## src/rtl/dac_ut_pkg.sv

```systemverilog
package dac_ut_pkg;
  localparam int unsigned CODE_W = 10;
  localparam int unsigned CNT_W  = 16;
  localparam int unsigned BIAS_BIT = CODE_W;

  localparam logic [1:0] ADDR_SAMPLE = 2'd0;
  localparam logic [1:0] ADDR_CTRL   = 2'd1;
  localparam logic [1:0] ADDR_RELOAD = 2'd2;

  localparam int unsigned CTRL_FLAG = 0;
  localparam int unsigned CTRL_DBL  = 1;
  localparam int unsigned CTRL_CNT  = 2;
  localparam int unsigned CTRL_DMA  = 3;

  typedef struct packed {
    logic              bias;
    logic [CODE_W-1:0] code;
  } sample_t;
endpackage

```

## src/rtl/dac_ut_counter.sv

```systemverilog
module dac_ut_counter
  import dac_ut_pkg::*;
(
  input  logic             clk_i,
  input  logic             rst_ni,
  input  logic             cnt_en_i,
  input  logic [CNT_W-1:0] reload_i,
  output logic             expire_o
);
  logic [CNT_W-1:0] cnt_q;

  always_ff @(posedge clk_i or negedge rst_ni) begin
    if (!rst_ni)                cnt_q <= '0;
    else if (!cnt_en_i)         cnt_q <= reload_i;
    else if (cnt_q == '0)       cnt_q <= reload_i;
    else                        cnt_q <= cnt_q - 1'b1;
  end

  assign expire_o = cnt_en_i && (cnt_q == '0);

  p_step_r5: assert property (@(posedge clk_i) disable iff (!rst_ni)
    (cnt_en_i && cnt_q != '0) |=> (cnt_q == $past(cnt_q) - 1'b1));
  p_reload_r5: assert property (@(posedge clk_i) disable iff (!rst_ni)
    expire_o |=> (cnt_q == $past(reload_i)));
  p_idle_r9: assert property (@(posedge clk_i) disable iff (!rst_ni)
    !cnt_en_i |=> (cnt_q == $past(reload_i)));
endmodule

```

## src/rtl/dac_ut_sample.sv

```systemverilog
module dac_ut_sample
  import dac_ut_pkg::*;
(
  input  logic    clk_i,
  input  logic    rst_ni,
  input  logic    wr_i,
  input  sample_t wr_val_i,
  input  logic    dbl_en_i,
  input  logic    expire_i,
  output sample_t live_o
);
  sample_t stage_q, live_q;

  always_ff @(posedge clk_i or negedge rst_ni) begin
    if (!rst_ni)   stage_q <= '0;
    else if (wr_i) stage_q <= wr_val_i;
  end

  // direct write and buffered commit are exclusive by dbl_en_i
  always_ff @(posedge clk_i or negedge rst_ni) begin
    if (!rst_ni)                  live_q <= '0;
    else if (wr_i && !dbl_en_i)   live_q <= wr_val_i;
    else if (dbl_en_i && expire_i) live_q <= stage_q;
  end

  assign live_o = live_q;

  p_hold_r3: assert property (@(posedge clk_i) disable iff (!rst_ni)
    (dbl_en_i && !expire_i) |=> $stable(live_q));
  p_commit_r4: assert property (@(posedge clk_i) disable iff (!rst_ni)
    (dbl_en_i && expire_i) |=> (live_q == $past(stage_q)));
  p_direct_r2: assert property (@(posedge clk_i) disable iff (!rst_ni)
    (wr_i && !dbl_en_i) |=> (live_q == $past(wr_val_i)));
endmodule

```

## src/rtl/dac_ut_regs.sv

```systemverilog
module dac_ut_regs
  import dac_ut_pkg::*;
#(
  parameter int unsigned DW = 32,
  parameter int unsigned AW = 2
) (
  input  logic             clk_i,
  input  logic             rst_ni,
  input  logic             req_i,
  input  logic             we_i,
  input  logic [AW-1:0]    addr_i,
  input  logic [DW-1:0]    wdata_i,
  output logic [DW-1:0]    rdata_o,
  input  logic             expire_i,
  input  sample_t          live_i,
  output logic             smp_wr_o,
  output sample_t          smp_val_o,
  output logic             dbl_en_o,
  output logic             cnt_en_o,
  output logic             dma_en_o,
  output logic             flag_o,
  output logic [CNT_W-1:0] reload_o
);
  localparam int unsigned SMP_W = CODE_W + 1;

  logic wr_smp, wr_ctrl, wr_rld;
  logic dbl_q, cnt_q, dma_q, flag_q;
  logic [CNT_W-1:0] reload_q;
  logic unused_wdata;

  assign wr_smp  = req_i && we_i && (addr_i == AW'(ADDR_SAMPLE));
  assign wr_ctrl = req_i && we_i && (addr_i == AW'(ADDR_CTRL));
  assign wr_rld  = req_i && we_i && (addr_i == AW'(ADDR_RELOAD));
  assign unused_wdata = ^wdata_i[DW-1:SMP_W] ^ wdata_i[CTRL_FLAG];

  always_ff @(posedge clk_i or negedge rst_ni) begin
    if (!rst_ni) begin
      dbl_q <= 1'b0;
      cnt_q <= 1'b0;
      dma_q <= 1'b0;
    end else if (wr_ctrl) begin
      dbl_q <= wdata_i[CTRL_DBL];
      cnt_q <= wdata_i[CTRL_CNT];
      dma_q <= wdata_i[CTRL_DMA];
    end
  end

  always_ff @(posedge clk_i or negedge rst_ni) begin
    if (!rst_ni)     reload_q <= '0;
    else if (wr_rld) reload_q <= wdata_i[CNT_W-1:0];
  end

  // expiry wins over the clearing write
  always_ff @(posedge clk_i or negedge rst_ni) begin
    if (!rst_ni)       flag_q <= 1'b0;
    else if (expire_i) flag_q <= 1'b1;
    else if (wr_smp)   flag_q <= 1'b0;
  end

  always_comb begin
    rdata_o = '0;
    unique case (addr_i)
      AW'(ADDR_SAMPLE): rdata_o[SMP_W-1:0] = live_i;
      AW'(ADDR_CTRL): begin
        rdata_o[CTRL_FLAG] = flag_q;
        rdata_o[CTRL_DBL]  = dbl_q;
        rdata_o[CTRL_CNT]  = cnt_q;
        rdata_o[CTRL_DMA]  = dma_q;
      end
      AW'(ADDR_RELOAD): rdata_o[CNT_W-1:0] = reload_q;
      default: rdata_o = '0;
    endcase
  end

  assign smp_wr_o  = wr_smp;
  assign smp_val_o = wdata_i[SMP_W-1:0];
  assign dbl_en_o  = dbl_q;
  assign cnt_en_o  = cnt_q;
  assign dma_en_o  = dma_q;
  assign flag_o    = flag_q;
  assign reload_o  = reload_q;

  p_flag_set_r5: assert property (@(posedge clk_i) disable iff (!rst_ni)
    expire_i |=> flag_q);
  p_flag_clr_r6: assert property (@(posedge clk_i) disable iff (!rst_ni)
    (wr_smp && !expire_i) |=> !flag_q);
  p_flag_keep_r6: assert property (@(posedge clk_i) disable iff (!rst_ni)
    (!wr_smp && !expire_i) |=> (flag_q == $past(flag_q)));
endmodule

```

## src/rtl/dac_update_timer.sv

```systemverilog
module dac_update_timer
  import dac_ut_pkg::*;
#(
  parameter int unsigned DW = 32,
  parameter int unsigned AW = 2
) (
  input  logic              clk_i,
  input  logic              rst_ni,
  input  logic              req_i,
  input  logic              we_i,
  input  logic [AW-1:0]     addr_i,
  input  logic [DW-1:0]     wdata_i,
  output logic [DW-1:0]     rdata_o,
  output logic [CODE_W-1:0] sample_o,
  output logic              bias_o,
  output logic              req_o,
  output logic              dma_req_o
);
  logic             expire, smp_wr, dbl_en, cnt_en, dma_en, flag;
  logic [CNT_W-1:0] reload;
  sample_t          smp_val, live;

  dac_ut_regs #(.DW(DW), .AW(AW)) u_regs (
    .clk_i, .rst_ni, .req_i, .we_i, .addr_i, .wdata_i, .rdata_o,
    .expire_i (expire),
    .live_i   (live),
    .smp_wr_o (smp_wr),
    .smp_val_o(smp_val),
    .dbl_en_o (dbl_en),
    .cnt_en_o (cnt_en),
    .dma_en_o (dma_en),
    .flag_o   (flag),
    .reload_o (reload)
  );

  dac_ut_counter u_cnt (
    .clk_i, .rst_ni,
    .cnt_en_i(cnt_en),
    .reload_i(reload),
    .expire_o(expire)
  );

  dac_ut_sample u_smp (
    .clk_i, .rst_ni,
    .wr_i    (smp_wr),
    .wr_val_i(smp_val),
    .dbl_en_i(dbl_en),
    .expire_i(expire),
    .live_o  (live)
  );

  assign sample_o  = live.code;
  assign bias_o    = live.bias;
  assign req_o     = flag;
  assign dma_req_o = flag && dma_en;

  p_dma_gate_r10: assert property (@(posedge clk_i) disable iff (!rst_ni)
    dma_req_o |-> (req_o && dma_en));
  p_no_expire_idle_r9: assert property (@(posedge clk_i) disable iff (!rst_ni)
    !cnt_en |-> !expire);
endmodule

```

## config.mk

```make
export PLATFORM = sky130hd
export DESIGN_NAME = dac_update_timer
export DESIGN_NICKNAME = d
export VERILOG_FILES = /design/src/rtl/dac_ut_pkg.sv /design/src/rtl/dac_ut_counter.sv /design/src/rtl/dac_ut_sample.sv /design/src/rtl/dac_ut_regs.sv /design/src/rtl/dac_update_timer.sv
export SDC_FILE = /design/constraint.sdc
export NUM_CORES = 1
export LEC_CHECK = 0
export BUFFER_PORTS_ARGS = -buffer_cell sky130_fd_sc_hd__buf_2
export CAP_MARGIN = 10
export CORE_UTILIZATION = 36
export DETAILED_ROUTE_END_ITERATION = 16
export GPL_TIMING_DRIVEN = 0
export MAX_ROUTING_LAYER = met4
export PLACE_DENSITY_LB_ADDON = 0.3
export REMOVE_ABC_BUFFERS = 1
export SYNTH_ARGS = -nofsm -noshare
export SYNTH_HDL_FRONTEND = slang
export SYNTH_SLANG_ARGS = --single-unit
```

## constraint.sdc

```tcl
create_clock -name clk_i -period 2.3 [get_ports clk_i]
set_clock_uncertainty 0.05 [all_clocks]
set_input_delay 0 -clock clk_i [delete_from_list [all_inputs] [get_ports clk_i]]
set_output_delay 0 -clock clk_i [all_outputs]
set_load 0.05 [all_outputs]
```

# == Word level (Yosys, flattened, before mapping) ==
# Index checks and enable logic that the tools add are counted.
# word_totals
regBits,58
inputBits,38
output_inout_bits,45
# classes
mux,9
eq_ne,2
n_reduce_logical,13
n_addsub,1
# op_table
op,count
2-to-1 mux 16 bit,2
2-to-1 mux 11 bit,2
logical NOT 16 bit,1
subtractor 16 x 1 -> 16 bit (second input constant),1
case mux 7 bit (2 select lines),1
case mux 4 bit (3 select lines),1
logical AND 1 bit,8
2-to-1 mux 5 bit,1
nonzero test 2 bit,2
== test 2 x 1 -> 1 bit (second input constant),1
== test 2 bit (second input constant),1
logical NOT 2 bit,1
2-to-1 mux 1 bit,2
logical NOT 1 bit,1

# == Longest topological paths before layout ==
# Gate-level depths: netlist of the first run.
# depth
word_depth,5
mapped_depth,7

# == Modules after synthesis ==
# A second synthesis of the first run with hierarchy kept.
# hier_totals
cells_unflattened,272
area_unflattened_um2,3221.8
# modules_own_cells
mod,area_per_inst_um2,instances,cells_each
dac_ut_regs,1258.7,1,105
dac_ut_sample,1039.7,1,70
dac_ut_counter,917.1,1,96
dac_update_timer,6.3,1,1

# == Least setup slack after synthesis of the first run ==
# No wires, ideal clock.
# synth_path
kind,register to output
startpoint,register u_regs.dbl_q (netlist: u_regs.dbl_en_o)
endpoint,output rdata_o[1]
arrival_ns,1.950
slack_ns,0.300
t_required_ns,2.250
stages_incl_launch_ff,5
n_path_buf,2
path_cell_list,dfrtp_1 > buf_2 > clkbuf_1 > mux2i_1 > o21ai_0
# synth_between
elab_chain_cells,1
# synth_rtl
element,line,rtl
from (decl),dac_ut_regs.sv:27,"logic dbl_q, cnt_q, dma_q, flag_q;"
from (signal assigned),dac_ut_regs.sv:42,dbl_q <= wdata_i[CTRL_DBL];
case mux 4 bit (3 select lines),dac_ut_regs.sv:62,unique case (addr_i)
to (decl),dac_update_timer.sv:13,"output logic [DW-1:0] rdata_o,"
# No other way between the ends.

# == Worst setup path in the final report of the first run ==
# layout_path
startpoint,register u_regs.cnt_q (netlist: u_regs.cnt_en_o)
endpoint,register u_cnt.cnt_q[1]
# layout_between
elab_chain_cells,1
# layout_rtl
element,line,rtl
from (decl),dac_ut_regs.sv:27,
from (signal assigned),dac_ut_regs.sv:43,cnt_q <= wdata_i[CTRL_CNT];
2-to-1 mux 16 bit,dac_ut_counter.sv:14,else if (!cnt_en_i) cnt_q <= reload_i;
to (signal assigned),dac_ut_counter.sv:14,
to (signal assigned),dac_ut_counter.sv:15,else if (cnt_q == '0) cnt_q <= reload_i;
to (signal assigned),dac_ut_counter.sv:16,else cnt_q <= cnt_q - 1'b1;
to (decl),dac_ut_counter.sv:10,logic [CNT_W-1:0] cnt_q;
# No other way between the ends.
# A chain may end at the register's enable or synchronous reset.

==> flow_summary_export.csv, run 1 <==
group,metric,value,unit
logic_synthesis,syn_avg_cell_area,10.42,um2
place,post-place-cells,440,
worst_setup_path,critPathMaxFanout,21,
final_layout,fillers,808,
grt,grt_pass1_vias,2432,
worst_hold_path,hp-class,"in2async",
worst_setup_path,startpoint_type,"flip-flop",
timing,clock.fmax,479.6,MHz
worst_setup_path,cpPeakStageDelay,860,ps
pwr,p_leak,0.001713,uW
timing,rsz0062_at_grt,"false",
die,initial_core_util,0.3766,
final_layout,area_delta_synth_final,20.26,%
timing,relSlewSlack,0.3368,
worst_setup_path,cp-end-kind,"flip-flop",
drt,wl,7070,um
grt,grt_max_degree,40,
clock_network,numCtsBuffers,9,
worst_setup_path,crit_chain,"inv_1 -> a21oi_2 -> mux2i_1",
clock_network,clk_pin_slew,60,ps
drt,dr_wl_met2,3422,um
logic_synthesis,syn_area,0.003125,mm2
clock_network,clockBufferDepth,2,
final_layout,drive_gt1_frac,0.2147,
logic_synthesis,synthArstFlopShare,1.000,
die,io_pins,83,
timing,setup_viol,0,
job,max_cap_violations,0,
timing,fin_crit_sh,0.9065,
die,fp.dieArea,0.009058,mm2
place,place_congestion,0.7711,
die,die_w,95.18,um
pwr,irDropWorstVdd,0.0004968,V
worst_setup_path,crit_slowest_cell,"dfrtp_1",
worst_setup_path,critPathRequiredTime,2510,ps
drt,postRouteAntennaNets,0,
logic_synthesis,synthFlopType,"dfrtp_1",
logic_synthesis,ys.warnings.count,0,
final_layout,seqCellArea,0.001451,mm2
worst_setup_path,r2r_cells,3,
worst_setup_path,reg2reg_from,"u_regs.cnt_en_o",
drt,vias,2428,
logic_synthesis,ys_seq_elements,58,
clock_network,cts.sinks,58,
grt,overflow,0,
drt,wl_per_cell,14.95,um
final_layout,multi_input_area,0.001508,mm2
clock_network,post-cts-setup-buffers,0,
clock_network,clock_latency,330,ps
place,dpl.hpwl,4750,um
grt,gr-usage-all-layers,0.1784,
final_layout,final_util,0.4529,
grt,grt_pass1_wl,11840,um
drt,route.met3.wl,317,um
grt,grt_antenna_before_repair,0,
drt,viasPerCell,5.133,
final_layout,antenna_cells,0,
timing,drv_slew,0,
drt,initialDrtViolationCount,90,
worst_setup_path,critical_path_class,"reg2reg",
drt,drt-met1-wl,3182,um
clock_network,cts_tree,"built",
clock_network,htree_num_levels,3,
timing,finalHoldViolCount,0,
timing,worst_pin_slew,989.2,ps
place,placed_cell_area,0.003382,mm2
die,die_h,95.18,um
drt,highest_layer,"met4",
logic_synthesis,syn-instance-count,300,
worst_setup_path,worstPathArrival,2290,ps
final_layout,nets,403,
die,core_area,0.008299,mm2
drt,drc_errors,0,
pwr,power,3956,uW
drt,drtPass1Iterations,4,
clock_network,root_buffer,"clkbuf_8",
worst_setup_path,rr_endpoint,"u_cnt.cnt_q[1]",
timing,min_period,2085,ps
logic_synthesis,synth_edf_count,0,
worst_setup_path,rrSetupSlack,210,ps
pwr,cellPowerDensity,1053,mW/mm2
die,rows,33,
final_layout,final_cells,473,
status,status,"finished, final reports clean",
logic_synthesis,synth_seq_area_share,0.4644,
place,portBuffers,50,
final_layout,final_area,0.003759,mm2
logic_synthesis,ys_types,48,
## cell usage after synthesis, types with 2 or more instances
cell	count	share of area
and2_1	6	0.012
nor4_4	3	0.020
a311oi_1	3	0.0084
buf_2	5	0.0080
buf_6	2	0.0072
clkbuf_1	5	0.0060
nand2_1	46	0.055
a21oi_1	29	0.046
nand3_1	2	0.0032
inv_1	8	0.0096
or3_1	9	0.018
o32ai_1	2	0.0056
o221a_1	8	0.029
mux2_2	3	0.011
xnor2_1	3	0.0084
buf_4	17	0.041
dfrtp_1	58	0.46
nand4b_1	3	0.0084
mux2_1	16	0.058
and3_1	3	0.0060
ha_1	2	0.0080
nor2_1	14	0.017
mux2i_1	12	0.038
o21ai_0	5	0.0080
xor2_1	9	0.025
nand4_1	2	0.0040
nor2b_1	2	0.0040
nor3_1	2	0.0032
buf_1	2	0.0024
## per-layer routing
layer | vias to the layer above | GRT usage
met2 | 65 | 0.2851
li1 | 1155 | -
met1 | 1195 | 0.2171
met3 | 13 | 0.03190
met4 | 0 | 0.08712
met5 | - | -
## cell type report
cell class | count | area share
multi-input combinational | 218 | 0.4011
tap | 105 | 0.03495
timing repair buffer | 68 | 0.1172
clock buffer | 14 | 0.04328
inverter | 8 | 0.007989
sequential | 58 | 0.3862
clock inverter | 2 | 0.009321
## critical path, delay by kind of cell (launching register included)
| family | cells | cell delay, ps |
|---|---|---|
| multiplexers | 1 | 250 |
| buffers and inverters | 1 | 220 |
| AO/OA/AOI/OAI | 1 | 620 |
| flip-flops | 1 | 860 |
## sequential cells by signal, indices dropped and copies added, names as in the netlist
| name | flops |
|---|---|
| u_smp.stage_q | 11 |
| u_regs.dma_en_o | 1 |
| u_regs.flag_o | 1 |
| u_regs.cnt_en_o | 1 |
| u_regs.reload_o | 16 |
| u_cnt.cnt_q | 16 |
| u_smp.live_o | 11 |
| u_regs.dbl_en_o | 1 |
## repair_timing
action | in CTS | in global routing
setup endpoints to repair | 0 | 8
hold buffers | 17 | 0
gates resized for setup | 0 | 1
hold endpoints to repair | 92 | 0
## cells by family (layout without fill, tap and decap cells)
kind of cell | count (synthesis) | after routing | synth area share
and+or+nand+nor | 104 | 104 | 0.1934
DFF | 58 | 58 | 0.4644
AOI/OAI and AO/OA | 53 | 53 | 0.1185
buffers and inverters | 39 | 92 | 0.07406
muxes | 31 | 31 | 0.1069
xor gates and xnor gates | 12 | 12 | 0.03363
adders and majority gates | 2 | 2 | 0.008005
other | 1 | 16 | 0.001200
## stage by stage
| step | setup TNS, ps | worst slack [ps] | hold WS [ps] |
|---|---|---|---|
| floorplan | 0 | 363.8 | -345.6 |
| global placement | -360.9 | -26.16 | 167.3 |
| detailed placement | -2138 | -147.8 | -69.69 |
| CTS | 0 | 6.347 | 108.0 |
| global route | 0 | 33.52 | 147.2 |
| finish | 0 | 215.0 | 102.2 |
## worst max path at each step
stage | start | end | slack [ps]
final | u_regs.cnt_en_o | u_cnt.cnt_q[1] | 210
after global routing | u_cnt.cnt_q[0] | u_smp.live_o[9] | 30
after CTS | u_cnt.cnt_q[0] | u_smp.live_o[9] | 6
after detailed placement | addr_i[1] | u_regs.reload_o[1] | -150
after global placement | addr_i[1] | u_regs.reload_o[13] | -30
after floorplan | u_regs.cnt_en_o | rdata_o[2] | 360
## power by group
group          leakage [uW]  switching (uW)  internal, uW  total, uW
Combinational      0.000920             849           463       1310
Clock              0.000101             382           559        941
Sequential         0.000693             387          1320       1700
Total               0.00171            1620          2340       3960
## placed cells by master (no fill, tap or decap), types with 9 or more instances in the layout
cell / netlist / layout
mux2_1: 16 / 16
xor2_1: 9 / 9
conb_1: 1 / 16
mux2i_1: 12 / 12
or3_1: 9 / 9
dlygate4sd3_1: 0 / 17
clkbuf_8: 0 / 11
dfrtp_1: 58 / 58
nand2_1: 46 / 46
buf_2: 5 / 50
nor2_1: 14 / 14
a21oi_1: 29 / 29
No activity file was read; power rests on OpenSTA's default activity.
==> inputs of run 2 (changes only) <==
--- a/config.mk
+++ b/config.mk
@@ -7,7 +7,7 @@
 export LEC_CHECK = 0
 export BUFFER_PORTS_ARGS = -buffer_cell sky130_fd_sc_hd__buf_2
 export CAP_MARGIN = 10
-export CORE_UTILIZATION = 36
+export CORE_UTILIZATION = 45
 export DETAILED_ROUTE_END_ITERATION = 16
 export GPL_TIMING_DRIVEN = 0
 export MAX_ROUTING_LAYER = met4
==> run 2 against run 1 <==
  * Sequential share of layout area down 0.24 points
  * Register-to-register slack worse by 50 ps
  * Via count is 0.54% higher
  * Routed wire length grew 2.9%
  * Clock power grew 26%
  * Sequential power barely moved
  * Non-clock buffer count did not move
  * Setup slack got worse by 48 ps
  * Critical path type unchanged
  * Critical endpoint is now u_smp.live_o[9]
  * Largest power group unchanged
==> flow_summary_export.csv, run 2 (same netlist as run 1, synthesis figures left out) <==
group,metric,value,unit
pwr,irDropWorstVdd,0.0006807,V
grt,grt_max_degree,39,
final_layout,final_area,0.003782,mm2
timing,fin_crit_sh,0.9274,
grt,grt_pass1_wl,12040,um
pwr,power_frac_comb,0.314,
worst_setup_path,path_delay_family,"simple AND/OR/NAND/NOR gates",
die,die_w,85.34,um
worst_setup_path,cp-end-kind,"flip-flop",
final_layout,fillers,594,
place,dpl.hpwl,4725,um
die,initial_core_util,0.4626,
timing,finalHoldViolCount,0,
worst_setup_path,critical_path_class,"reg2reg",
pwr,switching_share,0.3938,
clock_network,cts.sinks,58,
drt,vias,2441,
timing,drv_slew,0,
clock_network,numCtsBuffers,9,
timing,rsz0062_at_grt,"false",
place,portBuffers,50,
pwr,p_int,2558,uW
pwr,p_leak,0.001735,uW
drt,wl,7274,um
clock_network,root_buffer,"clkbuf_8",
place,pre_cts_ws,-101.6,ps
drt,drtPass1Iterations,4,
pwr,switchingPower,1662,uW
timing,final.setup.worst_slack,167.0,ps
final_layout,seqCellArea,0.001451,mm2
worst_setup_path,worstPathArrival,2250,ps
worst_setup_path,crit_buf_inv,1,
worst_setup_path,startpoint_type,"flip-flop",
timing,min_period,2133,ps
drt,initialDrtViolationCount,148,
drt,wl_per_cell,16.24,um
clock_network,clockBufferDepth,2,
grt,grt_pass1_vias,2464,
final_layout,nets,403,
timing,setup_viol,0,
job,max_cap_violations,0,
place,place_congestion,0.8352,
clock_network,clk_pin_slew,70,ps
worst_setup_path,crit_slowest_cell,"dfrtp_1",
status,status,"finished, final reports clean",
clock_network,cts_tree,"built",
final_layout,mostFrequentLayoutCells,"dfrtp_1 (58), buf_2 (50), nand2_1 (46)",
timing,fin_hold_ws,108.4,ps
worst_setup_path,rrSetupSlack,170,ps
final_layout,antenna_cells,0,
pwr,seqPwrFrac,0.403,
grt,overflow,0,
die,die_h,85.34,um
drt,postRouteAntennaNets,0,
final_layout,area_delta_synth_final,21.02,%
final_layout,final_util,0.5598,
drt,viasPerCell,5.449,
final_layout,drive_gt1_frac,0.2201,
final_layout,layout_commonest_cell,"dfrtp_1",
grt,gr-usage-all-layers,0.2241,
clock_network,htree_num_levels,3,
drt,drc_errors,0,
grt,grt_antenna_before_repair,0,
pwr,cellPowerDensity,1116,mW/mm2
clock_network,clock_latency,340,ps
worst_setup_path,cpPeakStageDelay,440,ps
worst_setup_path,critPathMaxFanout,22,
worst_setup_path,crit_chain,"inv_1 -> ha_1 -> nor4b_2 -> nand4_4 -> o32ai_1 -> a311oi_1",
timing,clock.fmax,468.8,MHz
final_layout,multi_input_area,0.001508,mm2
timing,worst_pin_slew,975.0,ps
die,fp.dieArea,0.007283,mm2
timing,relSlewSlack,0.3463,
place,placed_cell_area,0.003351,mm2
worst_hold_path,hp-class,"in2async",
clock_network,post-cts-setup-buffers,0,
timing,setup_tns,0,ps
die,rows,30,
pwr,clkPwrFrac,0.282,
die,io_pins,83,
worst_setup_path,critPathRequiredTime,2420,ps
die,core_area,0.006756,mm2
## run 2: changes by cell type in the layout (fill, tap and decap cells not counted), sizes merged
cell | before | now
bufinv | 1 | 3
clkbuf | 14 | 12
clkinv | 1 | 0
clkinvlp | 0 | 1
## run 2: worst reg2reg max path: stages, from the launching register on
cell and delay, ps:
dfrtp_1 440, inv_1 100, ha_1 170, nor4b_2 330, nand4_4 370, o32ai_1 420
a311oi_1 80
## run 2: worst paths after layout
path / startpoint / cells after the start / to
max in group asynchronous: rst_ni / 3 / u_smp.live_o[4]
worst max-delay path: u_cnt.cnt_q[0] / 6 / u_smp.live_o[9]
worst min register to register: u_smp.stage_q[1] / 2 / u_smp.stage_q[1]
worst min-delay path: rst_ni / 2 / u_smp.stage_q[7]
worst max register to register: u_cnt.cnt_q[0] / 6 / u_smp.live_o[9]
min in group clk_i: req_i / 3 / u_regs.dma_en_o
## run 2: power by group through the flow
| stage | clock network (uW) | logic [uW] | registers [uW] |
|---|---|---|---|
| 6_report | 1190 | 1330 | 1700 |
| 5_1_grt | 1260 | 1440 | 1750 |
| 2_1_floorplan | 0 | 780 | 1870 |
| 3_3_place_gp | 0 | 1270 | 1700 |
| 3_5_place_dp | 0 | 1300 | 1710 |
| 4_1_cts | 1210 | 1330 | 1700 |
## run 2: cell type report
class / instances / share of cell area
clock buffers: 12 / 0.04102
clock inverters: 4 / 0.02580
inverters: 8 / 0.007939
multi-input cells: 218 / 0.3986
repair buffers: 68 / 0.1164
flip-flops and latches: 58 / 0.3837
well taps: 80 / 0.02646
## run 2: metal layers
layer | wire (um) | vias to the layer above | global-route usage
met2 | 3670 | 70 | 0.3805
li1 | - | 1157 | -
met1 | 3195 | 1204 | 0.2687
met5 | 0 | - | -
met3 | 305 | 10 | 0.04475
met4 | 102 | 0 | 0.07273
## run 2: what timing repair did
action,4_1_cts,5_1_grt
gates resized for setup,1,0
hold endpoints to repair,94,0
setup endpoints to repair,2,0
hold buffers,17,0
## run 2: per-stage QoR
| step | std cells | power, uW |
|---|---|---|
| final | 448 | 4220 |
| after floorplan | 284 | 2650 |
| after detailed placement | 415 | 3015 |
| after global placement | 414 | 2971 |
| after global routing | 448 | 4445 |
| after CTS | 448 | 4240 |
